$ cat config.mk
export PLATFORM = sky130hd
export DESIGN_NAME = sample_timer
export DESIGN_NICKNAME = d
export VERILOG_FILES = /design/src/rtl/st_pkg.sv /design/src/rtl/st_cfg_regs.sv /design/src/rtl/st_frame_ctr.sv /design/src/rtl/st_integ_ctr.sv /design/src/rtl/sample_timer.sv
export SDC_FILE = /design/constraint.sdc
export NUM_CORES = 1
export LEC_CHECK = 0
export BUFFER_PORTS_ARGS = -buffer_cell sky130_fd_sc_hd__buf_4
export CAP_MARGIN = 20
export CORE_ASPECT_RATIO = 1.75
export CORE_MARGIN = 5
export CORE_UTILIZATION = 40
export DETAILED_ROUTE_END_ITERATION = 8
export GPL_ROUTABILITY_DRIVEN = 0
export GPL_TIMING_DRIVEN = 0
export HOLD_SLACK_MARGIN = 0.1
export PLACE_DENSITY = 0.55
export SLEW_MARGIN = 10
export SYNTH_ARGS = -nofsm -noshare
export SYNTH_HDL_FRONTEND = slang
export SYNTH_SLANG_ARGS = --single-unit
$ cat constraint.sdc
create_clock -name clk_i -period 4.9 [get_ports clk_i]
set_input_delay 0.49 -clock clk_i [delete_from_list [all_inputs] [get_ports clk_i]]
set_output_delay 0.49 -clock clk_i [all_outputs]
set_load 0.02 [all_outputs]
$ cat src/rtl/st_pkg.sv
`timescale 1ns/1ps
package st_pkg;
  typedef enum logic [1:0] {
    REG_PERIOD = 2'd0,
    REG_SKIP   = 2'd1,
    REG_LEN    = 2'd2,
    REG_NONE   = 2'd3
  } reg_sel_e;
endpackage

$ cat src/rtl/st_cfg_regs.sv
`timescale 1ns/1ps
module st_cfg_regs
  import st_pkg::*;
#(
  parameter int PER_W    = 8,
  parameter int EXP_W    = 4,
  parameter int SKIP_MAX = 4,
  parameter int LEN_MAX  = 11,
  parameter int PER_RST  = 1
) (
  input  logic             clk_i,
  input  logic             rst_ni,
  input  logic             wr_i,
  input  logic [1:0]       addr_i,
  input  logic [PER_W-1:0] wdata_i,
  output logic [PER_W-1:0] per_o,
  output logic [EXP_W-1:0] skip_o,
  output logic [EXP_W-1:0] len_o
);
  localparam logic [EXP_W-1:0] SKIP_CAP = EXP_W'(SKIP_MAX);
  localparam logic [EXP_W-1:0] LEN_CAP  = EXP_W'(LEN_MAX);

  logic [EXP_W-1:0] wr_exp;
  assign wr_exp = wdata_i[EXP_W-1:0];

  // saturate on write so downstream never sees an illegal exponent
  always_ff @(posedge clk_i or negedge rst_ni) begin
    if (!rst_ni) begin
      per_o  <= PER_W'(PER_RST);
      skip_o <= '0;
      len_o  <= '0;
    end else if (wr_i) begin
      case (reg_sel_e'(addr_i))
        REG_PERIOD: per_o  <= wdata_i;
        REG_SKIP:   skip_o <= (wr_exp > SKIP_CAP) ? SKIP_CAP : wr_exp;
        REG_LEN:    len_o  <= (wr_exp > LEN_CAP) ? LEN_CAP : wr_exp;
        default:    ;
      endcase
    end
  end
endmodule

$ cat src/rtl/st_frame_ctr.sv
`timescale 1ns/1ps
module st_frame_ctr #(
  parameter int PER_W    = 8,
  parameter int EXP_W    = 4,
  parameter int SKIP_MAX = 4
) (
  input  logic             clk_i,
  input  logic             rst_ni,
  input  logic             run_i,
  input  logic             tick_i,
  input  logic [PER_W-1:0] per_i,
  input  logic [EXP_W-1:0] skip_i,
  output logic             start_o,
  output logic             frame_start_o
);
  localparam int CNT_W = PER_W + 1 + SKIP_MAX;

  logic [PER_W-1:0] per_q;
  logic [EXP_W-1:0] skip_q;
  logic             running_q;
  logic [CNT_W-1:0] cnt_q;
  logic [CNT_W-1:0] flen;

  assign flen    = (CNT_W'(per_q) + CNT_W'(1)) << skip_q;
  assign start_o = run_i & tick_i & (~running_q | (cnt_q == flen));

  always_ff @(posedge clk_i or negedge rst_ni) begin
    if (!rst_ni) begin
      per_q         <= '0;
      skip_q        <= '0;
      running_q     <= 1'b0;
      cnt_q         <= '0;
      frame_start_o <= 1'b0;
    end else if (!run_i) begin
      running_q     <= 1'b0;
      cnt_q         <= '0;
      frame_start_o <= 1'b0;
    end else begin
      frame_start_o <= start_o;
      if (start_o) begin
        running_q <= 1'b1;
        cnt_q     <= CNT_W'(1);
        per_q     <= per_i;
        skip_q    <= skip_i;
      end else if (tick_i) begin
        cnt_q <= cnt_q + CNT_W'(1);
      end
    end
  end
endmodule

$ cat src/rtl/st_integ_ctr.sv
`timescale 1ns/1ps
module st_integ_ctr #(
  parameter int EXP_W   = 4,
  parameter int LEN_MAX = 11
) (
  input  logic             clk_i,
  input  logic             rst_ni,
  input  logic             run_i,
  input  logic             start_i,
  input  logic             tick_i,
  input  logic [EXP_W-1:0] len_i,
  output logic             integ_o,
  output logic             done_o
);
  localparam int CW = LEN_MAX + 1;

  logic [EXP_W-1:0] len_q;
  logic [CW-1:0]    cnt_q;
  logic [CW-1:0]    target;
  logic             end_nat;
  logic             clip;

  assign target  = CW'(1) << len_q;
  assign end_nat = integ_o & tick_i & ~start_i & ((cnt_q + CW'(1)) == target);
  // frame boundary while window still open: cut it there
  assign clip    = integ_o & start_i;

  always_ff @(posedge clk_i or negedge rst_ni) begin
    if (!rst_ni) begin
      len_q   <= '0;
      cnt_q   <= '0;
      integ_o <= 1'b0;
      done_o  <= 1'b0;
    end else if (!run_i) begin
      cnt_q   <= '0;
      integ_o <= 1'b0;
      done_o  <= 1'b0;
    end else begin
      done_o <= end_nat | clip;
      if (start_i) begin
        integ_o <= 1'b1;
        cnt_q   <= '0;
        len_q   <= len_i;
      end else if (end_nat) begin
        integ_o <= 1'b0;
      end else if (integ_o & tick_i) begin
        cnt_q <= cnt_q + CW'(1);
      end
    end
  end
endmodule

$ cat src/rtl/sample_timer.sv
`timescale 1ns/1ps
module sample_timer #(
  parameter int PER_W    = 8,
  parameter int EXP_W    = 4,
  parameter int SKIP_MAX = 4,
  parameter int LEN_MAX  = 11,
  parameter int PER_RST  = 1
) (
  input  logic             clk_i,
  input  logic             rst_ni,
  input  logic             en_i,
  input  logic             shutdown_i,
  input  logic             tick_per_i,
  input  logic             tick_int_i,
  input  logic             wr_i,
  input  logic [1:0]       addr_i,
  input  logic [PER_W-1:0] wdata_i,
  output logic             frame_start_o,
  output logic             integ_o,
  output logic             sample_done_o
);
  logic             run;
  logic             start;
  logic [PER_W-1:0] per_sh;
  logic [EXP_W-1:0] skip_sh;
  logic [EXP_W-1:0] len_sh;

  assign run = en_i & ~shutdown_i;

  st_cfg_regs #(
    .PER_W(PER_W), .EXP_W(EXP_W), .SKIP_MAX(SKIP_MAX),
    .LEN_MAX(LEN_MAX), .PER_RST(PER_RST)
  ) u_cfg (
    .clk_i, .rst_ni, .wr_i, .addr_i, .wdata_i,
    .per_o(per_sh), .skip_o(skip_sh), .len_o(len_sh)
  );

  st_frame_ctr #(.PER_W(PER_W), .EXP_W(EXP_W), .SKIP_MAX(SKIP_MAX)) u_frame (
    .clk_i, .rst_ni, .run_i(run), .tick_i(tick_per_i),
    .per_i(per_sh), .skip_i(skip_sh),
    .start_o(start), .frame_start_o
  );

  st_integ_ctr #(.EXP_W(EXP_W), .LEN_MAX(LEN_MAX)) u_integ (
    .clk_i, .rst_ni, .run_i(run), .start_i(start), .tick_i(tick_int_i),
    .len_i(len_sh), .integ_o, .done_o(sample_done_o)
  );
endmodule

* Yosys cells after proc, flatten, opt, wreduce, memory -nomap -nowiden
Index checks and enable logic that the tools add are counted.
** Word-level totals
- Register bits after elaboration :: 61
- Latch bits :: 0
- RAM bits :: 0
- Memory bits (read-only) :: 0
- Input port bits :: 17
- Output and inout bits :: 3
- Memories kept :: 0
** Operators by class
- $add $sub $neg :: 3
- Multipliers :: 0
- Div/mod/pow operators :: 0
- Order comparisons :: 2
- Eq/ne operators :: 9
- Shift operators :: 2
- Multiplexer cells :: 16
- Bitwise operators :: 12
- Reductions and logical operators :: 6
** Operators by type and width (number)
- two-way mux 12 bit :: 4
- two-way mux 13 bit :: 3
- adder 13 x 1 -> 13 bit, second input constant :: 1
- equality test 13 bit :: 1
- left shift 13 x 4 -> 13 bit :: 1
- adder 12 x 1 -> 12 bit, second input constant :: 1
- equality test 12 bit :: 1
- left shift 1 x 4 -> 12 bit, first input constant :: 1
- AND reduction 2 bit :: 5
- adder 8 x 1 -> 9 bit, second input constant :: 1
- two-way mux 4 bit :: 2
- AND 1 bit :: 7
- two-way mux 1 bit :: 7
- inequality test 3 x 1 -> 1 bit, second input constant :: 2
- inequality test 3 x 2 -> 1 bit, second input constant :: 2
- greater-than comparator 4 x 3 -> 1 bit, second input constant :: 1
- greater-than comparator 4 bit, second input constant :: 1
- inverter 1 bit :: 3
- equality test 2 x 1 -> 1 bit, second input constant :: 1
- equality test 2 bit, second input constant :: 1
- logical NOT 2 bit :: 1
- inequality test 2 x 1 -> 1 bit, second input constant :: 1
- bitwise OR 1 bit :: 2

* Depth between registers and ports, before layout
- Depth after elaboration :: 11
- Mapped depth :: 14
- Mapped depth without buffers :: 9

* Hierarchy
A second synthesis with hierarchy kept.
** Unflattened totals
- Cells, all modules :: 526
- Area total of the unflattened synthesis :: 4837.1 um^2
** Modules (own cells, without submodules)
- st_frame_ctr :: times used 1, cells each 289, area each 2489.9 um^2
- st_integ_ctr :: times used 1, cells each 191, area each 1665.3 um^2
- st_cfg_regs :: times used 1, cells each 45, area each 668.1 um^2
- sample_timer :: times used 1, cells each 1, area each 13.8 um^2

* Worst setup path after synthesis
OpenSTA, ideal clock, no wires.
- Path kind :: register to register
- Start point :: reg u_frame.per_q[0]
- End point :: reg u_frame.per_q[4]
- Library setup time :: 0.126 ns
- Data arrival time :: 3.391 ns
- Data required time :: 4.774 ns
- Setup slack :: 1.383 ns
- Cell stages (with the launch flop) :: 13
- Path through :: dfrtp_1 ha_1 xor2_1 o311ai_0 a22oi_1 nor4_1 o311ai_0 or4_1 buf_2 or3_1 buf_6 buf_6 a311o_1
** Between the ends
- Longest elaborated chain between the ends :: 6
** RTL lines
- from (decl) :: RTL line st_frame_ctr.sv:18 : logic [PER_W-1:0] per_q;
- from (signal assigned) :: RTL line st_frame_ctr.sv:43 : per_q <= per_i;
- adder 8 x 1 -> 9 bit :: RTL line st_frame_ctr.sv:24 : assign flen = (CNT_W'(per_q) + CNT_W'(1)) << skip_q;
- left shift 13 x 4 -> 13 bit :: RTL line st_frame_ctr.sv:24
- equality test 13 bit :: RTL line st_frame_ctr.sv:25 : assign start_o = run_i & tick_i & (~running_q | (cnt_q == flen));
- bitwise OR 1 bit :: RTL line st_frame_ctr.sv:25
- AND 1 bit :: RTL line st_frame_ctr.sv:25
- AND reduction 2 bit (no source line)
Every way passes these cells.
A chain may end at the register's enable or synchronous reset.

* Worst setup path after layout
- Start point :: reg u_frame.per_q[0]
- End point :: reg u_integ.cnt_q[2]
** Between the ends
- Longest elaborated chain between the ends :: 10
- Elaborated cells between the ends (all ways) :: 13
** RTL lines
- adder 8 x 1 -> 9 bit (*) :: RTL line st_frame_ctr.sv:24
- left shift 13 x 4 -> 13 bit (*) :: RTL line st_frame_ctr.sv:24
- equality test 13 bit (*) :: RTL line st_frame_ctr.sv:25
- bitwise OR 1 bit (*) :: RTL line st_frame_ctr.sv:25
- AND 1 bit (*) :: RTL line st_frame_ctr.sv:25
- inverter 1 bit :: RTL line st_integ_ctr.sv:24 : assign end_nat = integ_o & tick_i & ~start_i & ((cnt_q + CW'(1)) == target);
- AND 1 bit (2 in series) :: RTL line st_integ_ctr.sv:24
- inequality test 3 x 2 -> 1 bit (no source line)
- AND reduction 2 bit (no source line)
- to (signal assigned) :: RTL line st_integ_ctr.sv:47 : cnt_q <= cnt_q + CW'(1);
- to (decl) :: RTL line st_integ_ctr.sv:18 : logic [CW-1:0] cnt_q;
Every way passes the cells marked *; elsewhere a longest branch is shown, timed or not.

==> results.md <==
* Outcome: completed
* Post-DR vias/cell at roughly 6.3
* Register area at between 0.0015 and 0.002 sq mm
* Syn nets at roughly 640
* PostCTS Resize Cnt at 0
* LEAKAGE at 2.26 nW
* Area taken by multi-input logic gates at 0.00334 sq mm
* Synth async-reset ratio at between 90% and 100%
* Syn_area_per_cell at 8.40 sq um
* CTS sink count at 61
* Crit path cell chain: ha_1 -> buf_2 -> xnor2_1 -> a2111oi_0 -> o22ai_1 -> nand3_1 -> nand3_1 -> a211o_1 -> clkbuf_1 -> o311ai_2 -> buf_2 -> a21oi_1
* Share of the synthesized area in the top cell type at ~29%
* DIE WIDTH at approximately 97 microns
* CP Launch Type: flop
* Initial antenna violation count at 0
* Clk buf depth at 2
* Slowest CP cell: a2111oi_0
* Worst Path Arrival at 4.56 ns
* Drt first pass iters at 5
* Worst r2r path cells at 12
* Count of input and output buffers at 19
* Num CTS Buffers at 9
* Final Instance Area at between 0.005 and 0.006 sq mm
* Number of flops mapped to enable cells by yosys at 0
* Yosys cell types at 85
* Max VDD drop at between 0.3 and 0.4 mV
* RSZ-0062 raised after global routing: no
* Crit. End Element: flop
* Die footprint at roughly 0.016 sq mm
* Placed cell areas at 0.00560 sq mm
* Dominant cells by area after synthesis: dfrtp_1 (29%), nand3_1 (3.9%), a311o_1 (3.4%), nand2_1 (3.3%), a21oi_1 (2.9%)
* Worst path depth at 12
* Slowest cell delay on critical path at roughly 1 ns
* Synth Instances at between 600 and 700
* FILL cells at about 1400
* Postcts setup bufs at 0
* CP Class: reg -> reg
* Synth warn at 0
* WP data required at around 5 ns
* Post-layout min period at around 4.4 ns
* Synth cell count leaders: dfrtp_1 (60), nand2_1 (46), nand3_1 (41)
* Pins Over Slew Limit at 0
* CTS tree: yes
* Clock transition at the registers of the reported paths at roughly 0.050 ns
* Floorplan row count at 55
* Bufs and invs on worst path at 3
* CTS Root Cell: clkbuf_16
* Max Clock Freq at 229 MHz
* Core Area at roughly 0.013 sq mm
* Share of layout cells above drive strength 1 at roughly an eighth
* Predominant post-synthesis flop cell: dfrtp_1
* Synth area leader: dfrtp_1
* Global-route total usage across every layer at between 20 and 25%
* Hold Path Class: in -> async
* Reg2reg setup slack at 0.54 ns
* Top-count cell post-synth: dfrtp_1
* Netlist Area Pre-Place at 0.00524 sq mm
* PD cells at 583 mW/mm^2
* Setup TNS at 0 ns
* Setup Skew at between 0.006 and 0.007 ns
* Nets at between 600 and 700
* Via Count at between 5000 and 6000
* CP Max Fanout at 10
* Hold Fails Final Rpt at 0
* Slew headroom at around 24%
* Register area share after synthesis at 29.1%
* First-pass GRT wire length at between 20000 and 30000 microns
* Worst slew pin tran at about 1.1 ns
* Io pins at 20
* Antenna diode count at 0
* Initial Util at between 40% and 50%
* DP HPWL at 12600 microns
* Avg WL per Cell at around 20 microns
* H-tree depth at 3
* Largest net degree at the start of global routing at 62
* # Max-Cap Violations at 0
* Post-CTS Hold Fix Bufs at 0
* Clock Latency Late Sink at about 0.33 ns
* DRC viols at 0
* CP top delay family: compound AO/OA/AOI/OAI gates
* Area Growth Syn to Fin at 12.7%
* Initial drt markers at ~370
* Total congestion overflow at 0
* Setup Viol. Count Final at 0
* Routed wire length at between 15000 and 20000 microns
* Final period utilization at roughly nine tenths
* DRT antenna net count at 0
* Vias in the first global route at a little over 5000
* Die Span Y at 161 microns
* Post-synthesis register bit count at 61
registers in the layout, indices dropped and copies added, names as in the netlist:
name / flops
u_integ.len_q: 4
u_integ.integ_o: 1
u_frame.skip_q: 4
u_frame.cnt_q: 13
u_integ.done_o: 1
u_cfg.len_o: 4
u_cfg.per_o: 8
u_cfg.skip_o: 4
u_frame.running_q: 1
u_frame.frame_start_o: 1
u_frame.per_q: 8
u_integ.cnt_q: 12
final timing paths:
check	startpoint	endpoint
setup / recovery	u_frame.per_q[0]$_DFFE_PN0P_	u_integ.cnt_q[2]$_DFFE_PN0P_
hold / removal	rst_ni	u_integ.cnt_q[0]$_DFFE_PN0P_
setup reg to reg	u_frame.per_q[0]$_DFFE_PN0P_	u_integ.cnt_q[2]$_DFFE_PN0P_
hold reg to reg	u_cfg.len_o[2]$_DFFE_PN0P_	u_cfg.len_o[2]$_DFFE_PN0P_
max in group asynchronous	rst_ni	u_integ.len_q[0]$_DFFE_PN0P_
min in group clk_i	wdata_i[6]	u_cfg.per_o[6]$_DFFE_PN0P_
power by group:
group          internal, mW  switching (mW)
Clock                 0.417           0.237
Combinational         0.757            1.34
Sequential            0.591          0.0968
Total                  1.76            1.68
cells by family (layout without fill, tap and decap cells):
kind of cell	count (synthesis)	in the layout	share of synthesized area, %
AO/OA/AOI/OAI	181	181	26.5
XOR/XNOR	31	31	5.44
adder cells (fa/ha/maj)	3	3	0.716
buffers and inverters	79	115	7.23
flip-flops	61	61	29.1
multiplexers	19	19	3.87
AND/OR/NAND/NOR	250	250	27.1
per-layer routing:
metal | up-vias | wire, microns | GRT usage (%)
met5 | - | 0 | 0
met4 | 0 | 1120 | 14.6
met3 | 58 | 624 | 3.08
met2 | 170 | 8660 | 38.5
met1 | 2558 | 6510 | 25.6
li1 | 2435 | - | -
cell usage in the layout, fill, tap and decap left out, drive strengths merged, types with 5 or more instances in the layout:
master,synthesis,routed
nand2,46,46
mux2i,9,9
nand3,42,42
a22oi,5,5
xor2,14,14
a211oi,7,7
nor4b,6,6
xnor2,16,16
and3,8,8
o21ai,27,27
nor3,15,15
nor4,23,23
nor3b,5,5
nand4,10,10
and4,6,6
o211ai,6,6
a311o,18,18
o311ai,6,6
clkbuf,37,48
inv,15,15
nand3b,11,11
nor2b,10,10
nand2b,9,9
nor2,25,25
a21o,19,19
nand4b,7,7
and2,8,8
or3,10,10
dfrtp,60,60
mux2,10,10
a21boi,13,13
buf,26,47
a21oi,30,30
cell type report:
type,instances,share of cell area (%)
buffer,63,5.40
tap,171,3.62
clock inverter,4,0.805
clock buffer,11,4.28
inverter,16,1.02
multi-input combinational,484,56.5
timing repair buffer,21,2.56
sequential,61,25.9
per-stage QoR:
| step | cells | total power, mW | util [%] | hold slack (ns) | worst slack, ns |
|---|---|---|---|---|---|
| final | 831 | 3.44 | 45.7 | 0.236 | 0.538 |
| after global routing | 831 | 3.65 | 45.7 | 0.304 | 0.368 |
| after CTS | 830 | 3.39 | 45.6 | 0.277 | 0.619 |
| after detailed placement | 815 | 2.74 | 43.3 | 0.530 | 0.630 |
| after global placement | 814 | 2.73 | 43.3 | 0.520 | 0.524 |
| after floorplan | 624 | 2.17 | - | 0.194 | 1.38 |
Power figures use the tool's default switching activity.
